### config.mk
export PLATFORM = sky130hd
export DESIGN_NAME = rx_alu_subset
export DESIGN_NICKNAME = d
export VERILOG_FILES = /design/src/rtl/rx_alu_pkg.sv /design/src/rtl/rx_alu_decode.sv /design/src/rtl/rx_alu_exec.sv /design/src/rtl/rx_alu_flags.sv /design/src/rtl/rx_alu_subset.sv
export SDC_FILE = /design/constraint.sdc
export NUM_CORES = 1
export LEC_CHECK = 0
export BUFFER_PORTS_ARGS = -buffer_cell sky130_fd_sc_hd__buf_2
export CELL_PAD_IN_SITES_DETAIL_PLACEMENT = 0
export CELL_PAD_IN_SITES_GLOBAL_PLACEMENT = 1
export CORE_MARGIN = 4
export CORE_UTILIZATION = 35
export CTS_CLUSTER_DIAMETER = 30
export CTS_CLUSTER_SIZE = 12
export DETAILED_ROUTE_END_ITERATION = 8
export PLACE_DENSITY = 0.88
export SLEW_MARGIN = 5
export SYNTH_ARGS = -nofsm -noshare
export SYNTH_HDL_FRONTEND = slang
export SYNTH_HIERARCHICAL = 1
export SYNTH_SLANG_ARGS = --single-unit
export TNS_END_PERCENT = 100
### constraint.sdc
create_clock -name clk_i -period 0.8 [get_ports clk_i]
set_input_delay 0.24 -clock clk_i [delete_from_list [all_inputs] [get_ports clk_i]]
set_output_delay 0.24 -clock clk_i [all_outputs]
set_load 0.005 [all_outputs]
### src/rtl/rx_alu_pkg.sv
package rx_alu_pkg;
  localparam int unsigned XLEN   = 32;
  localparam int unsigned REG_AW = 5;
  localparam int unsigned HW     = 16;
  localparam int unsigned OPC_W  = 6;
  localparam int unsigned NFLG   = 4;

  localparam int unsigned FLG_Z  = 0;
  localparam int unsigned FLG_S  = 1;
  localparam int unsigned FLG_OV = 2;
  localparam int unsigned FLG_CY = 3;

  localparam logic [OPC_W-1:0] OPC_SUB  = 6'b001101;
  localparam logic [OPC_W-1:0] OPC_SUBR = 6'b001100;
  localparam logic [OPC_W-1:0] OPC_TST  = 6'b001011;
  localparam logic [OPC_W-1:0] OPC_XOR  = 6'b001001;
  localparam logic [OPC_W-1:0] OPC_XORI = 6'b110101;
  localparam logic [OPC_W-1:0] OPC_ZXB  = 6'b000100;
  localparam logic [OPC_W-1:0] OPC_SXB  = 6'b000101;
  localparam logic [OPC_W-1:0] OPC_ZXH  = 6'b000110;
  localparam logic [OPC_W-1:0] OPC_SXH  = 6'b000111;

  typedef enum logic [3:0] {
    OP_ILL, OP_SUB, OP_SUBR, OP_TST, OP_XOR, OP_XORI,
    OP_ZXB, OP_SXB, OP_ZXH, OP_SXH
  } alu_op_e;
endpackage

### src/rtl/rx_alu_decode.sv
module rx_alu_decode
  import rx_alu_pkg::*;
#(
  parameter int unsigned RAW = REG_AW,
  parameter int unsigned OW  = OPC_W,
  parameter int unsigned HWW = HW
) (
  input  logic [HWW-1:0] insn_i,
  output alu_op_e        op_o,
  output logic [RAW-1:0] src_idx_o,
  output logic [RAW-1:0] dst_idx_o,
  output logic [RAW-1:0] wb_idx_o,
  output logic           writes_o,
  output logic           flag_upd_o
);
  localparam int unsigned OPC_LSB = RAW;
  localparam int unsigned DST_LSB = RAW + OW;

  logic [OW-1:0]  opc;
  logic [RAW-1:0] f_dst, f_src;
  logic           dst_zero;

  assign f_src    = insn_i[RAW-1:0];
  assign opc      = insn_i[OPC_LSB +: OW];
  assign f_dst    = insn_i[DST_LSB +: RAW];
  assign dst_zero = (f_dst == '0);

  always_comb begin
    op_o = OP_ILL;
    unique case (opc)
      OPC_SUB:  op_o = OP_SUB;
      OPC_SUBR: op_o = OP_SUBR;
      OPC_TST:  op_o = OP_TST;
      OPC_XOR:  op_o = OP_XOR;
      OPC_XORI: op_o = OP_XORI;
      OPC_ZXB:  op_o = dst_zero ? OP_ZXB : OP_ILL;
      OPC_SXB:  op_o = dst_zero ? OP_SXB : OP_ILL;
      OPC_ZXH:  op_o = dst_zero ? OP_ZXH : OP_ILL;
      OPC_SXH:  op_o = dst_zero ? OP_SXH : OP_ILL;
      default:  op_o = OP_ILL;
    endcase
  end

  logic is_ext;
  assign is_ext     = (op_o inside {OP_ZXB, OP_SXB, OP_ZXH, OP_SXH});
  assign flag_upd_o = (op_o inside {OP_SUB, OP_SUBR, OP_TST, OP_XOR, OP_XORI});
  assign writes_o   = (op_o != OP_ILL) && (op_o != OP_TST);
  assign src_idx_o  = f_src;
  assign dst_idx_o  = f_dst;
  // extension ops write back in place on the source register
  assign wb_idx_o   = is_ext ? f_src : f_dst;
endmodule

### src/rtl/rx_alu_exec.sv
module rx_alu_exec
  import rx_alu_pkg::*;
#(
  parameter int unsigned W   = XLEN,
  parameter int unsigned IMW = HW
) (
  input  alu_op_e        op_i,
  input  logic [W-1:0]   src_i,
  input  logic [W-1:0]   dst_i,
  input  logic [IMW-1:0] imm_i,
  output logic [W-1:0]   res_o,
  output logic           cy_o,
  output logic           ov_o
);
  localparam int unsigned NEXT = 2;

  // ext_z[k]/ext_s[k]: zero/sign extension of the low 8<<k bits
  logic [W-1:0] ext_z [NEXT];
  logic [W-1:0] ext_s [NEXT];

  for (genvar k = 0; k < NEXT; k++) begin : g_ext
    localparam int unsigned EW = 8 << k;
    assign ext_z[k] = {{(W-EW){1'b0}},         src_i[EW-1:0]};
    assign ext_s[k] = {{(W-EW){src_i[EW-1]}},  src_i[EW-1:0]};
  end

  logic         rev;
  logic [W-1:0] min_a, sub_b;
  logic [W:0]   diff;

  assign rev   = (op_i == OP_SUBR);
  assign min_a = rev ? src_i : dst_i;
  assign sub_b = rev ? dst_i : src_i;
  assign diff  = {1'b0, min_a} - {1'b0, sub_b};

  always_comb begin
    res_o = '0;
    cy_o  = 1'b0;
    ov_o  = 1'b0;
    unique case (op_i)
      OP_SUB, OP_SUBR: begin
        res_o = diff[W-1:0];
        cy_o  = diff[W];
        ov_o  = (min_a[W-1] ^ sub_b[W-1]) & (diff[W-1] ^ min_a[W-1]);
      end
      OP_TST:  res_o = dst_i & src_i;
      OP_XOR:  res_o = dst_i ^ src_i;
      OP_XORI: res_o = src_i ^ {{(W-IMW){1'b0}}, imm_i};
      OP_ZXB:  res_o = ext_z[0];
      OP_SXB:  res_o = ext_s[0];
      OP_ZXH:  res_o = ext_z[1];
      OP_SXH:  res_o = ext_s[1];
      default: res_o = '0;
    endcase
  end
endmodule

### src/rtl/rx_alu_flags.sv
module rx_alu_flags
  import rx_alu_pkg::*;
#(
  parameter int unsigned W = XLEN
) (
  input  alu_op_e         op_i,
  input  logic [W-1:0]    res_i,
  input  logic            cy_i,
  input  logic            ov_i,
  input  logic [NFLG-1:0] flags_i,
  output logic [NFLG-1:0] flags_o
);
  always_comb begin
    flags_o = flags_i;
    unique case (op_i)
      OP_SUB, OP_SUBR: begin
        flags_o[FLG_CY] = cy_i;
        flags_o[FLG_OV] = ov_i;
        flags_o[FLG_S]  = res_i[W-1];
        flags_o[FLG_Z]  = (res_i == '0);
      end
      OP_TST, OP_XOR, OP_XORI: begin
        flags_o[FLG_OV] = 1'b0;
        flags_o[FLG_S]  = res_i[W-1];
        flags_o[FLG_Z]  = (res_i == '0);
      end
      default: flags_o = flags_i;
    endcase
  end
endmodule

### src/rtl/rx_alu_subset.sv
module rx_alu_subset
  import rx_alu_pkg::*;
#(
  parameter int unsigned W   = XLEN,
  parameter int unsigned RAW = REG_AW,
  parameter int unsigned HWW = HW,
  parameter int unsigned NF  = NFLG
) (
  input  logic           clk_i,
  input  logic           rst_ni,
  input  logic           valid_i,
  input  logic [HWW-1:0] insn_lo_i,
  input  logic [HWW-1:0] insn_hi_i,
  input  logic [W-1:0]   src_rdata_i,
  input  logic [W-1:0]   dst_rdata_i,
  input  logic [NF-1:0]  flags_i,
  output logic [RAW-1:0] src_idx_o,
  output logic [RAW-1:0] dst_idx_o,
  output logic           valid_o,
  output logic           wb_en_o,
  output logic [RAW-1:0] wb_idx_o,
  output logic [W-1:0]   wb_data_o,
  output logic           flags_we_o,
  output logic [NF-1:0]  flags_o,
  output logic           illegal_o
);
  alu_op_e        op;
  logic [RAW-1:0] wb_idx_d;
  logic           writes, flag_upd;
  logic [W-1:0]   src_op, dst_op, res;
  logic           cy, ov;
  logic [NF-1:0]  flags_d;

  rx_alu_decode #(.RAW(RAW), .OW(OPC_W), .HWW(HWW)) i_decode (
    .insn_i     (insn_lo_i),
    .op_o       (op),
    .src_idx_o  (src_idx_o),
    .dst_idx_o  (dst_idx_o),
    .wb_idx_o   (wb_idx_d),
    .writes_o   (writes),
    .flag_upd_o (flag_upd)
  );

  // register 0 is hard-wired to zero regardless of read data
  assign src_op = (src_idx_o == '0) ? '0 : src_rdata_i;
  assign dst_op = (dst_idx_o == '0) ? '0 : dst_rdata_i;

  rx_alu_exec #(.W(W), .IMW(HWW)) i_exec (
    .op_i  (op),
    .src_i (src_op),
    .dst_i (dst_op),
    .imm_i (insn_hi_i),
    .res_o (res),
    .cy_o  (cy),
    .ov_o  (ov)
  );

  rx_alu_flags #(.W(W)) i_flags (
    .op_i    (op),
    .res_i   (res),
    .cy_i    (cy),
    .ov_i    (ov),
    .flags_i (flags_i),
    .flags_o (flags_d)
  );

  always_ff @(posedge clk_i or negedge rst_ni) begin
    if (!rst_ni) begin
      valid_o    <= 1'b0;
      wb_en_o    <= 1'b0;
      wb_idx_o   <= '0;
      wb_data_o  <= '0;
      flags_we_o <= 1'b0;
      flags_o    <= '0;
      illegal_o  <= 1'b0;
    end else begin
      valid_o    <= valid_i;
      wb_en_o    <= valid_i && writes && (wb_idx_d != '0);
      wb_idx_o   <= wb_idx_d;
      wb_data_o  <= res;
      flags_we_o <= valid_i && flag_upd;
      flags_o    <= flags_d;
      illegal_o  <= valid_i && (op == OP_ILL);
    end
  end

  AST_ILLEGAL_NO_EFFECT: assert property (@(posedge clk_i) disable iff (!rst_ni)
    illegal_o |-> (!wb_en_o && !flags_we_o));
  AST_FLAGS_PASS: assert property (@(posedge clk_i) disable iff (!rst_ni)
    (valid_i && !flag_upd) |=> (flags_o == $past(flags_i)));
  AST_SZ_MATCH: assert property (@(posedge clk_i) disable iff (!rst_ni)
    (flags_we_o && wb_en_o) |-> (flags_o[FLG_S] == wb_data_o[W-1] &&
                                 flags_o[FLG_Z] == (wb_data_o == '0)));
  AST_NO_R0_WRITE: assert property (@(posedge clk_i) disable iff (!rst_ni)
    wb_en_o |-> (wb_idx_o != '0));
  AST_ONE_EDGE: assert property (@(posedge clk_i) disable iff (!rst_ni)
    valid_i |=> valid_o);
  AST_IDLE_QUIET: assert property (@(posedge clk_i) disable iff (!rst_ni)
    !valid_o |-> (!wb_en_o && !flags_we_o && !illegal_o));
endmodule

==> impl_metrics.toml <==
[synthesis]
ys_seq_elements = 45
synth.area.top_cells = "dfrtp_1, ha_1, a21boi_1"
ys_seq_area_share_pct = 20.0
syn_inst = 710
synth.most_common_cell = "o21ai_0"
yosysTopAreaCellShare_pct = 20.0
syn-num-nets = 846
synth_edf_count = 0
async_flop_share_pct = 100
synth_common_cells = "o21ai_0, nor2_1, a21boi_1"
synth_ff_type = "dfrtp_1"
synth_warnings = 6
synth_largest_area_cell = "dfrtp_1"
avgSynthCellArea_sq_um = 7.92
synth.distinct_cells = 72
syn_area_sq_mm = 0.00562

[setup_path]
crit_type = "input pin to register"
path_common_cell = "buf_4"
cp_max_fo = 6
critPathSlowestCell = "a2111oi_1"
critical_path_arrival_ns = 4.32
path_cells = "buf_8 -> and2b_1 -> nand4_1 -> buf_4 -> a31oi_4 -> nor4b_4 -> buf_4 -> buf_12 -> buf_6 -> mux2i_4 -> o221a_4 -> o21ai_4 -> a211oi_4 -> buf_4 -> o31ai_1 -> a21bo_2 -> nor3_1 -> a2111oi_1 -> o21ai_1 -> nor4_1 -> buf_4 -> nand4_1 -> nor2_1 -> mux2_1"
crit_required_ns = 1.04
cp-end-kind = "register"
critPathLaunch = "insn_lo_i[11]"
max_stage_delay_ns = 0.33
cp-start-kind = "input pin"
crit_end = "flags_o[0]"

[sta]
max_freq_mhz = 245
setup_tns_ns = -101.84
slew_headroom_pct = 52.4
drv_slew = 0
rsz0062_at_grt = "true"
worstMarginPinSlew_ns = 0.710
min_period_ns = 4.08
layout_setup_ws_ns = -3.28
hold_violations = 0
finalSetupViolCount = 91
fin_crit_sh_pct = 510

[clock_network]
clkTransAtPathRegs_ns = 0.07
ctsHtreeMaxLevel = 2
cts_tree = "built"
numClockSinks = 45
cts_buffers = 5
root_buffer = "clkbuf_16"
ctsLongestPathBuffers = 2

[floorplan]
die_area_sq_mm = 0.0182
num_rows = 46
start_util_pct = 35.5
io_pins = 158
core_sq_mm = 0.0158
die_h_um = 135
die_x_um = 135

[drt]
drcViolationCount = 0
initialDrtViolationCount = 838
ant_nets = 0
vias = 7489
wire_per_inst_um = 18.4
first_pass_iters = 5
via_per_inst = 5.62
routed_wl_um = 24500

[cells_and_area]
syn2layout_area_growth_pct = 70.7
nFillCells = 1323
finalNetCount = 1250
drive_gt1_share_pct = 49.4

[global_routing]
overflow = 0
grt_max_degree = 46
antenna_found_initial = 3
grt_pass1_wl_um = 36600
grt_util_all_layers_pct = 24.8
grt_pass1_vias = 7311

[power_and_ir_drop]
p_per_area_mw_per_mm2 = 1210
p_leak_nw = 4.61
peakVddDrop_uv = 771

[place]
hpwl_um = 17500
place_congestion = 1.01
io_buffers = 157
place_ws_ns = -3.67

[run_status]
outcome = "complete, but fails checks"
violations = "setup timing"

[run]
max-cap-violations = 0

[min_path]
hp-class = "input pin to register"
## critical path, delay by kind of cell
kind	cells	cell delay [ns]
AOI/OAI and AO/OA	8	1.66
buffers and inverters	7	1.08
muxes	2	0.31
and+or+nand+nor	7	1.03
## final cells by class
type                       instances  area [sq um]  share of cell area (%)
multi-input combinational        603          4680                    48.7
antenna                            2          5.00                  0.0521
timing repair buffer             442          3290                    34.2
sequential                        45          1130                    11.7
clock buffer                       6           129                    1.34
inverter                          17          63.8                   0.665
tap                              216           270                    2.82
clock inverter                     2          38.8                   0.404
## repair_timing
| item | in CTS | in global routing |
|---|---|---|
| gates cloned | 0 | 1 |
| pin swaps | 47 | 37 |
| endpoints found under the setup margin | 95 | 93 |
| setup buffers | 24 | 23 |
| gates resized for setup | 78 | 89 |
| hold buffers | 1 | 0 |
| hold endpoints to repair | 45 | 0 |
## stage by stage
step / instance area, sq um / util (%) / std cells / power (W) / hold slack [ns]
after global routing: 9600 / 60.7 / 1333 / 0.0123 / 0.0965
after CTS: 9100 / 57.5 / 1315 / 0.0110 / 0.0849
after detailed placement: 8420 / 53.2 / 1287 / 0.00800 / 0.246
after floorplan: 5680 / - / 710 / 0.00525 / -0.0556
final: 9600 / 60.7 / 1333 / 0.0117 / 0.108
after global placement: 8420 / 53.2 / 1287 / 0.00793 / 0.242
## routing by layer
layer / track usage (%) / vias to the layer above / share of wire, %
li1: - / 3485 / -
met1: 31.8 / 3496 / 41
met2: 42.3 / 431 / 47
met3: 3.73 / 75 / 8.3
met4: 9.33 / 2 / 3.5
met5: 0 / - / 0.029
## cell families after synthesis
| group | synth area share, % |
|---|---|
| compound gates | 36.6 |
| fa+ha+maj | 7.34 |
| flops | 20.0 |
| buf+inv | 6.12 |
| mux | 5.47 |
| xor+xnor | 1.71 |
| simple gates | 22.8 |
## state kept, by name (all words and copies together), names as in the netlist
name,flops
valid_o,1
wb_idx_o,5
wb_data_o,32
wb_en_o,1
flags_o,4
flags_we_o,1
illegal_o,1
## how the worst min path moves through the flow
stage | end | start | cells past startpoint
after global placement | wb_idx_o[4] | rst_ni | 2
after floorplan | flags_o[0] | rst_ni | 0
final | valid_o | valid_i | 1
after global routing | valid_o | valid_i | 1
after CTS | valid_o | valid_i | 1
after detailed placement | wb_idx_o[1] | rst_ni | 2
## power by group
part,leakage (nW),internal (W),switching (W),total [W]
Combinational,3.95,0.00346,0.00314,0.00660
Clock,0.0811,0.00148,0.000991,0.00248
Sequential,0.583,0.00253,0.0000557,0.00258
## layout by cell type (no fill, tap or decap), types with 14 or more instances in the layout
| master | count |
|---|---|
| a21boi_1 | 55 |
| a21oi_1 | 33 |
| buf_2 | 138 |
| buf_4 | 248 |
| buf_6 | 40 |
| dfrtp_1 | 45 |
| ha_1 | 32 |
| inv_1 | 17 |
| nand2_1 | 42 |
| nor2_1 | 58 |
| nor2b_1 | 47 |
| o21ai_0 | 46 |
| o21ai_1 | 16 |
| o21ai_2 | 14 |
Power figures use the tool's default switching activity.
